[src/rtl/clkctl_pkg.sv]
package clkctl_pkg;
    localparam int DATA_W  = 8;
    localparam int PLL_BIT = 7;
    localparam int SEL_BIT = 6;
    localparam int ONES_W  = 4;   // low bits that always read as 1

    typedef struct packed {
        logic pll;
        logic sel;
    } ctl_t;

    localparam ctl_t CTL_RESET = '{pll: 1'b1, sel: 1'b0};
endpackage

[src/rtl/clkctl_interlock.sv]
module clkctl_interlock
    import clkctl_pkg::*;
(
    input  ctl_t cur,
    input  logic wr_en,
    input  logic wr_pll,
    input  logic wr_sel,
    input  logic stop,
    output ctl_t nxt
);
    always_comb begin
        nxt = cur;
        if (wr_en) begin
            // enable may drop only when the VCO is not selected (old contents)
            nxt.pll = wr_pll | cur.sel;
            // select may rise only when the PLL was already running
            nxt.sel = wr_sel & cur.pll;
        end
        if (stop) begin
            nxt.sel = 1'b0;
        end
    end
endmodule

[src/rtl/clkctl_readback.sv]
module clkctl_readback
    import clkctl_pkg::*;
#(
    parameter int W = DATA_W
) (
    input  logic         sel,
    input  ctl_t         cur,
    output logic [W-1:0] rdata
);
    logic [W-1:0] image;

    always_comb begin
        image = '0;
        for (int i = 0; i < ONES_W; i++) begin
            image[i] = 1'b1;
        end
        image[PLL_BIT] = cur.pll;
        image[SEL_BIT] = cur.sel;
        rdata = sel ? image : '0;
    end
endmodule

[src/rtl/clkctl_reg.sv]
module clkctl_reg
    import clkctl_pkg::*;
(
    input  logic              clk,
    input  logic              rst,
    input  logic              bus_sel,
    input  logic              bus_wr,
    input  logic [DATA_W-1:0] bus_wdata,
    output logic [DATA_W-1:0] bus_rdata,
    input  logic              stop_req,
    output logic              pll_on,
    output logic              clk_sel
);
    ctl_t ctl_q;
    ctl_t ctl_d;
    ctl_t rule_out;
    logic wr_en;

    assign wr_en = bus_sel & bus_wr;

    clkctl_interlock u_lock (
        .cur    (ctl_q),
        .wr_en  (wr_en),
        .wr_pll (bus_wdata[PLL_BIT]),
        .wr_sel (bus_wdata[SEL_BIT]),
        .stop   (stop_req),
        .nxt    (rule_out)
    );

    always_comb begin
        ctl_d = rule_out;
    end

    always_ff @(posedge clk) begin
        if (rst) begin
            ctl_q <= CTL_RESET;
        end else begin
            ctl_q <= ctl_d;
        end
    end

    clkctl_readback #(.W(DATA_W)) u_rd (
        .sel   (bus_sel),
        .cur   (ctl_q),
        .rdata (bus_rdata)
    );

    assign pll_on  = ctl_q.pll;
    assign clk_sel = ctl_q.sel;
endmodule

[config.mk]
export PLATFORM = sky130hd
export DESIGN_NAME = clkctl_reg
export DESIGN_NICKNAME = d
export VERILOG_FILES = /design/src/rtl/clkctl_pkg.sv /design/src/rtl/clkctl_interlock.sv /design/src/rtl/clkctl_readback.sv /design/src/rtl/clkctl_reg.sv
export SDC_FILE = /design/constraint.sdc
export NUM_CORES = 1
export LEC_CHECK = 0
export ABC_AREA = 1
export BUFFER_PORTS_ARGS = -buffer_cell sky130_fd_sc_hd__buf_2
export CORE_AREA = 2 2 39 41
export DETAILED_ROUTE_END_ITERATION = 16
export DIE_AREA = 0 0 41 43
export GPL_TIMING_DRIVEN = 1
export PLACE_DENSITY = 0.51
export SLEW_MARGIN = 20
export SYNTH_ARGS = -nofsm -noshare
export SYNTH_HDL_FRONTEND = slang
export SYNTH_SLANG_ARGS = --single-unit
[constraint.sdc]
create_clock -name clk -period 0.8 [get_ports clk]
set_clock_uncertainty 0.15 [all_clocks]
set_input_delay 0.16 -clock clk [delete_from_list [all_inputs] [get_ports clk]]
set_output_delay 0.16 -clock clk [all_outputs]
set_load 0.05 [all_outputs]
# Word level (Yosys, flattened, before mapping)
# Index checks and enable logic that the tools add are counted.
[word_totals]
reg_bits = 2
out_inout_bits = 10
word_cells = 7
input_bits = 13
[op_classes]
n_mux = 1
bitwise = 3
reduce_logical = 1
[ops]
columns = ["operator", "n"]
rows = [
  ["$mux W8", 1],
  ["$and A1 B1 Y1", 2],
  ["$reduce_or A2 Y1", 1],
  ["$or A1 B1 Y1", 1],
]

# Longest topological paths before layout
# Gate-level depths: netlist (run 1).
[logic_depth]
ltp_word = 1
depth_mapped = 4
ltp_nobuf = 4

# Cells and area by module
# Synthesis (run 1) repeated with hierarchy kept, for this count alone.
[hier_totals]
cells_unflattened = 27
area_unflattened_um2 = 166.4
[by_module_without_submodules]
columns = ["mod", "area_each_um2", "cells_each", "n_inst"]
rows = [
  ["clkctl_reg", 66.3, 9, 1],
  ["clkctl_readback", 63.8, 11, 1],
  ["clkctl_interlock", 36.3, 7, 1],
]

# Least setup slack after synthesis (run 1)
# No wires, ideal clock.
[synth_path]
path_type = "register to output"
startpoint = "register ctl_q, in the netlist pll_on"
endpoint = "output port bus_rdata[7]"
arrival_time_ns = 1.060
n_path_buf = 0
required_ns = 0.490
stages_incl_launch_ff = 3
setup_slack_ns = -0.570
cell_sequence = "dfxtp_1 -> nand2_1 -> inv_1"
[synth_between]
elab_chain_cells = 1
[synth_rtl]
columns = ["element", "line", "rtl"]
rows = [
  ["start: declaration", "clkctl_reg.sv:14", "ctl_t ctl_q;"],
  ["start signal: assignment", "clkctl_reg.sv:38", "ctl_q <= ctl_d;"],
  ["$mux W8", "clkctl_readback.sv:19", "rdata = sel ? image : '0;"],
  ["end: declaration", "clkctl_reg.sv:9", "output logic [DATA_W-1:0] bus_rdata,"],
]
# No other way between the ends.

# Worst setup path in the final report (run 1)
[layout_path]
startpoint = "register ctl_q, in the netlist clk_sel"
endpoint = "output port bus_rdata[6]"
# Same word-level chain as after synthesis.

==> key figures, run 1 <==
Run status
  • Failing checks: setup timing
  • Status: finished, violations left

Power
  • Peak VDD IR: 1.07 mV
  • Power Density: 1560 nW/µm²
  • Switching Share: 0.374
  • P_leak: 0.191 nW
  • Clock share of power: 0.410
  • Net Sw Power: 0.202 mW
  • Internal: 0.338 mW
  • Tot Pwr: 0.540 mW
  • Sequential share of power: 0.204
  • Part of the power in combinational logic: 0.386

Route
  • Highest routing layer actually used: met3
  • Detailed-route DRC error count: 0
  • Met3 wire length: 50 µm
  • TritonRoute pass-1 iters: 1
  • Final wirelength: 418 µm
  • Vias per inst: 3.05
  • Metal2 WL: 192 µm
  • Via count: 180
  • Avg WL per Cell: 7.08 µm
  • Drt initial violations: 0
  • DRT met1 WL: 175 µm
  • DRT antenna net count: 0

Clock network
  • Reg clk slew, reported paths: 30 ps
  • Clock buffer depth: 2
  • Clk sinks: 2
  • Num CTS Buffers: 3
  • CTS tree: done
  • H-tree depth: 1
  • CTS Root Cell: clkbuf_4
  • Clk_lat worst skew: 220 ps

Synthesis
  • Area contributors post-synth: buf_4, dfxtp_1, nand2_1
  • Post-synth cell types: 9
  • Synth Cell Area: 175 µm²
  • Post-synthesis sequential area ratio: 0.229
  • Avg Cell Area, Syn: 6.04 µm²
  • Ys flop type: dfxtp_1
  • Most frequent cell after synthesis: nand2_1
  • Cell taking the most area after synthesis: buf_4
  • Yosys warning count: 0
  • Mapped Cells: 29
  • Most frequent cells after synthesis: nand2_1, inv_1, buf_4, dfxtp_1, nor2_1
  • Area share of the largest cell type after synthesis: 0.257
  • Synth async-reset ratio: 0
  • EDFF count, synth: 0
  • Post-synthesis sequential element count: 2

Final layout
  • Diodes inserted: 0
  • Post-route insts no fill: 59
  • Share of cells above drive strength 1: 0.698
  • Final-stage net count: 58
  • Area growth, synth to finish: 97.9%
  • Final Util: 0.250

Floorplan
  • Die height: 43 µm
  • Core Region: 1380 µm²
  • Die X: 41 µm
  • Starting Density: 0.127
  • I/O pin count: 23
  • Die ar.: 1760 µm²
  • Rows: 14

Global route
  • Tot GR Track Use: 0.0551
  • Largest net degree at the start of global routing: 8
  • Initial antenna violation count: 0
  • First-pass GRT wire length: 579 µm
  • Total gr overflow: 0
  • Vias in the first global route: 153

Run
  • MaxCap Viol Count: 0

Placed design
  • IO Port Bufs: 14
  • Gp weighted congestion: 0.728
  • Post-Place Cells: 55

Timing
  • Final Setup Violations: 7
  • Final Hold Viols: 0
  • Final period util: 1.44
  • Pins Over Slew Limit: 0
  • PnR worst setup slack: -352 ps
  • F_max: 0.868 GHz
  • Final min period: 1150 ps
  • RSZ-0062 raised after global routing: yes
  • Min Hold Slack: 33.9 ps

Critical path
  • Crit path DAT: 840 ps
  • CP endpoint kind: primary output
  • WS Path Type: reg -> out
  • Required time worst endpoint: 490 ps
  • Crit-path max FO: 3
  • Critical Path Source Type: flip-flop

Hold path
  • Tightest Hold Check Type: in -> reg
==> per-layer routing <==
metal	up-vias	track usage
met5	-	0
met4	0	0.0400
met3	0	0.0628
met2	14	0.0594
met1	66	0.0573
li1	100	-
==> metrics by stage <==
step	setup slack, ps	instance area [µm²]	TNS (ps)
2_1_floorplan	-203	209	-539
3_3_place_gp	-223	262	-1640
3_5_place_dp	-222	262	-1620
4_1_cts	-362	325	-1800
5_1_grt	-388	347	-1850
6_report	-352	347	-1630
==> critical path, cell delays in order (launching register included) <==
cell and delay (ps):
dfxtp_4 350, nand2_4 60, clkinvlp_4 70, buf_6 140
==> registers in the layout (all words and copies together), names as in the netlist <==
signal   cells
clk_sel      1
pll_on       1
==> repair_timing <==
| action | in CTS | in global routing |
|---|---|---|
| gates cloned | 0 | 0 |
| setup buffers | 1 | 0 |
| hold buffers | 0 | 0 |
| endpoints found under the setup margin | 10 | 10 |
| resized for setup | 11 | 8 |
| pin swaps | 0 | 1 |
==> power by group through the flow <==
| stage | Clock, mW | Combinational [mW] | Sequential, mW |
|---|---|---|---|
| 2_1_floorplan | 0 | 0.131 | 0.129 |
| 3_3_place_gp | 0 | 0.177 | 0.111 |
| 3_5_place_dp | 0 | 0.177 | 0.112 |
| 4_1_cts | 0.230 | 0.198 | 0.110 |
| 5_1_grt | 0.254 | 0.220 | 0.111 |
| 6_report | 0.221 | 0.208 | 0.110 |
==> placed cells by master (no fill, tap or decap), drive strengths merged <==
cell type	count
buf	16
nand2	9
inv	5
clkbuf	3
nor2	3
clkinvlp	2
conb	2
dfxtp	2
nand3	1
==> cell families after synthesis <==
| group | Yosys count | share of synthesized area |
|---|---|---|
| buffers and inverters | 13 | 0.407 |
| flip-flops | 2 | 0.229 |
| AND/OR/NAND/NOR | 13 | 0.343 |
| other | 1 | 0.0214 |
==> path summary, 6_finish.rpt <==
check | endpoint | slack (ps) | startpoint | cells past startpoint
hold / removal | clk_sel | 30 | stop_req | 4
setup reg to reg | pll_on | -130 | clk_sel | 5
setup / recovery | bus_rdata[6] | -350 | clk_sel | 3
hold reg to reg | pll_on | 380 | pll_on | 2
==> final cells by class <==
| class | instances | area (µm²) |
|---|---|---|
| Clock buffer | 3 | 22.5 |
| Fill cell | 154 | 1040 |
| Inverter | 7 | 36.3 |
| Multi-Input combinational cell | 15 | 87.6 |
| Sequential cell | 2 | 47.5 |
| Tap cell | 16 | 20.0 |
| Timing Repair Buffer | 16 | 133 |
No activity file was read; power rests on OpenSTA's default activity.
==> run 2, diff against run 1 <==
==> constraint.sdc (replaced) <==
create_clock -name clk -period 0.8 [get_ports clk]
set_clock_uncertainty 0.15 [all_clocks]
set_input_delay 0.08 -clock clk [delete_from_list [all_inputs] [get_ports clk]]
set_output_delay 0.08 -clock clk [all_outputs]
set_load 0.05 [all_outputs]
==> key figures, run 2 (synthesis gave the netlist of run 1 again) <==
Floorplan
  • Die height: 43 µm (unchanged)
  • Core Region: 1380 µm² (unchanged)
  • I/O pin count: 23 (unchanged)
  • Starting Density: 0.127 (unchanged)
  • Die ar.: 1760 µm² (unchanged)
  • Die X: 41 µm (unchanged)
  • Rows: 14 (unchanged)

Timing
  • Pins Over Slew Limit: 0 (unchanged)
  • Final Setup Violations: 6 (-1)
  • Final period util: 1.35 (-0.0874)
  • PnR worst setup slack: -282 ps (+70.0 ps)
  • Final Hold Viols: 2 (+2)
  • F_max: 0.924 GHz (+6.5%)
  • Final min period: 1080 ps (-70.0 ps)
  • Min Hold Slack: -53.5 ps (-87.4 ps)
  • RSZ-0062 raised after global routing: yes

Critical path
  • CP max-delay cell: dfxtp_4
  • Cells along the critical path: nand2_4 > clkinvlp_4 > buf_6
  • Required time worst endpoint: 570 ps (+80 ps)
  • Crit path largest cell delay: 350 ps (about the same)
  • Top delay family on crit path: flip-flops
  • Critical Path Source Type: flip-flop
  • CP endpoint kind: primary output
  • Crit path DAT: 850 ps (about the same)
  • CP Buf/Inv Count: 2 (unchanged)
  • WS Path Type: reg -> out
  • Crit-path max FO: 3 (unchanged)

Global route
  • Met1 usage: 0.0573 (unchanged)
  • Initial antenna violation count: 0 (unchanged)
  • Vias in the first global route: 141 (-7.8%)
  • M2 GR Usage: 0.0531 (-0.00625)
  • Total gr overflow: 0 (unchanged)
  • First-pass GRT wire length: 565 µm (-2.4%)
  • Largest net degree at the start of global routing: 8 (unchanged)
  • Tot GR Track Use: 0.0591 (+0.00400)
  • GRT Max-Usage Layer: met3
  • GRT met3 Usage: 0.0785 (+0.0157)

Route
  • TritonRoute pass-1 iters: 2 (+1)
  • Detailed-route DRC error count: 0 (unchanged)
  • Drt initial violations: 2 (+2)
  • Via count: 179 (-0.56%)
  • Final wirelength: 391 µm (-6.5%)
  • Avg WL per Cell: 6.86 µm (-3.2%)
  • DRT antenna net count: 0 (unchanged)
  • Vias per inst: 3.14 (+2.9%)

Run status
  • Status: finished, violations left
  • Failing checks: hold timing, setup timing

Power
  • Net Sw Power: 0.205 mW (+1.4%)
  • Internal: 0.318 mW (-5.9%)
  • Part of the power in combinational logic: 0.347 (-0.039)
  • Sequential share of power: 0.211 (+0.007)
  • Switching Share: 0.392 (+0.0176)
  • Power Density: 1780 nW/µm² (+14%)
  • Peak VDD IR: 0.497 mV (-54%)
  • P_leak: 0.171 nW (-10%)
  • Clock share of power: 0.442 (+0.032)

Final layout
  • Most frequent cells in the layout: buf_2, nand2_1, inv_1, clkbuf_4
  • Final Cell Area: 294 µm² (-15%)
  • Final-stage net count: 56 (-3.4%)
  • Area growth, synth to finish: 67.9%
  • Leading cell type in the layout, fill and taps excluded: buf_2
  • Diodes inserted: 0 (unchanged)
  • Share of cells above drive strength 1: 0.634 (-0.0635)

Clock network
  • Clk_lat worst skew: 230 ps (about the same)
  • Reg clk slew, reported paths: 30 ps (about the same)
  • CTS tree: done
  • Clock buffer depth: 2 (unchanged)
  • Clk sinks: 2 (unchanged)
  • Post-CTS setup buffers: 0 (-1)
  • CTS Root Cell: clkbuf_4
  • H-tree depth: 1 (unchanged)
  • Num CTS Buffers: 3 (unchanged)

Hold path
  • Tightest Hold Check Type: in -> reg

Placed design
  • Placed inst area: 254 µm² (-2.9%)
  • IO Port Bufs: 14 (unchanged)
  • Setup WS pre-CTS: -121 ps (+101 ps)
  • Dpl hpwl: 295 µm
  • Gp weighted congestion: 0.708 (-2.8%)

Run
  • MaxCap Viol Count: 0 (unchanged)
-- run 2: cell types whose count changed in the layout (fill, tap and decap cells not counted), sizes merged --
cell / delta
buf: -2
-- run 2: tightest hold or removal path: stages --
cell	delay, ps
buf_2	100
nor2_4	30
nand2_1	50
nor2_1	30
-- run 2: metrics by stage --
stage	power, mW	hold WS, ps	instances	util	setup TNS, ps
3_5_place_dp	0.284	183	54	0.184	-348
4_1_cts	0.538	-59.6	57	0.212	-1070
3_3_place_gp	0.283	182	54	0.184	-343
5_1_grt	0.565	-40.6	57	0.212	-1350
6_report	0.523	-53.5	57	0.212	-1020
2_1_floorplan	0.260	36.8	30	-	-379
-- run 2: cell type report --
type | count | area (µm²)
Timing Repair Buffer | 14 | 87.6
Inverter | 7 | 33.8
Clock buffer | 3 | 22.5
Multi-Input combinational cell | 15 | 82.6
Sequential cell | 2 | 47.5
Tap cell | 16 | 20.0
Fill cell | 159 | 1090
-- run 2: worst paths after layout --
kind | to | from | cells after the start | slack (ps)
setup / recovery | bus_rdata[6] | clk_sel | 3 | -280
hold reg to reg | pll_on | pll_on | 2 | 360
setup reg to reg | clk_sel | pll_on | 4 | -20
hold / removal | clk_sel | stop_req | 4 | -50
-- run 2: power groups by stage --
stage                     Clock [mW]  Sequential, mW  Combinational [mW]
after floorplan                    0           0.129               0.131
after global placement             0           0.111               0.172
after detailed placement           0           0.111               0.173
after CTS                      0.245           0.110               0.183
after global routing           0.261           0.111               0.193
final                          0.231           0.110               0.181
-- run 2: metal layers --
layer / wire length (µm) / vias up
met3: 64 / 2
met2: 145 / 14
met4: 11 / 0
met5: 0 / -
met1: 169 / 67
li1: - / 96
-- run 2: repair_timing --
item,CTS,global route
pin swaps,0,0
endpoints found under the hold margin,2,2
resized for setup,6,0
endpoints found under the setup margin,6,10
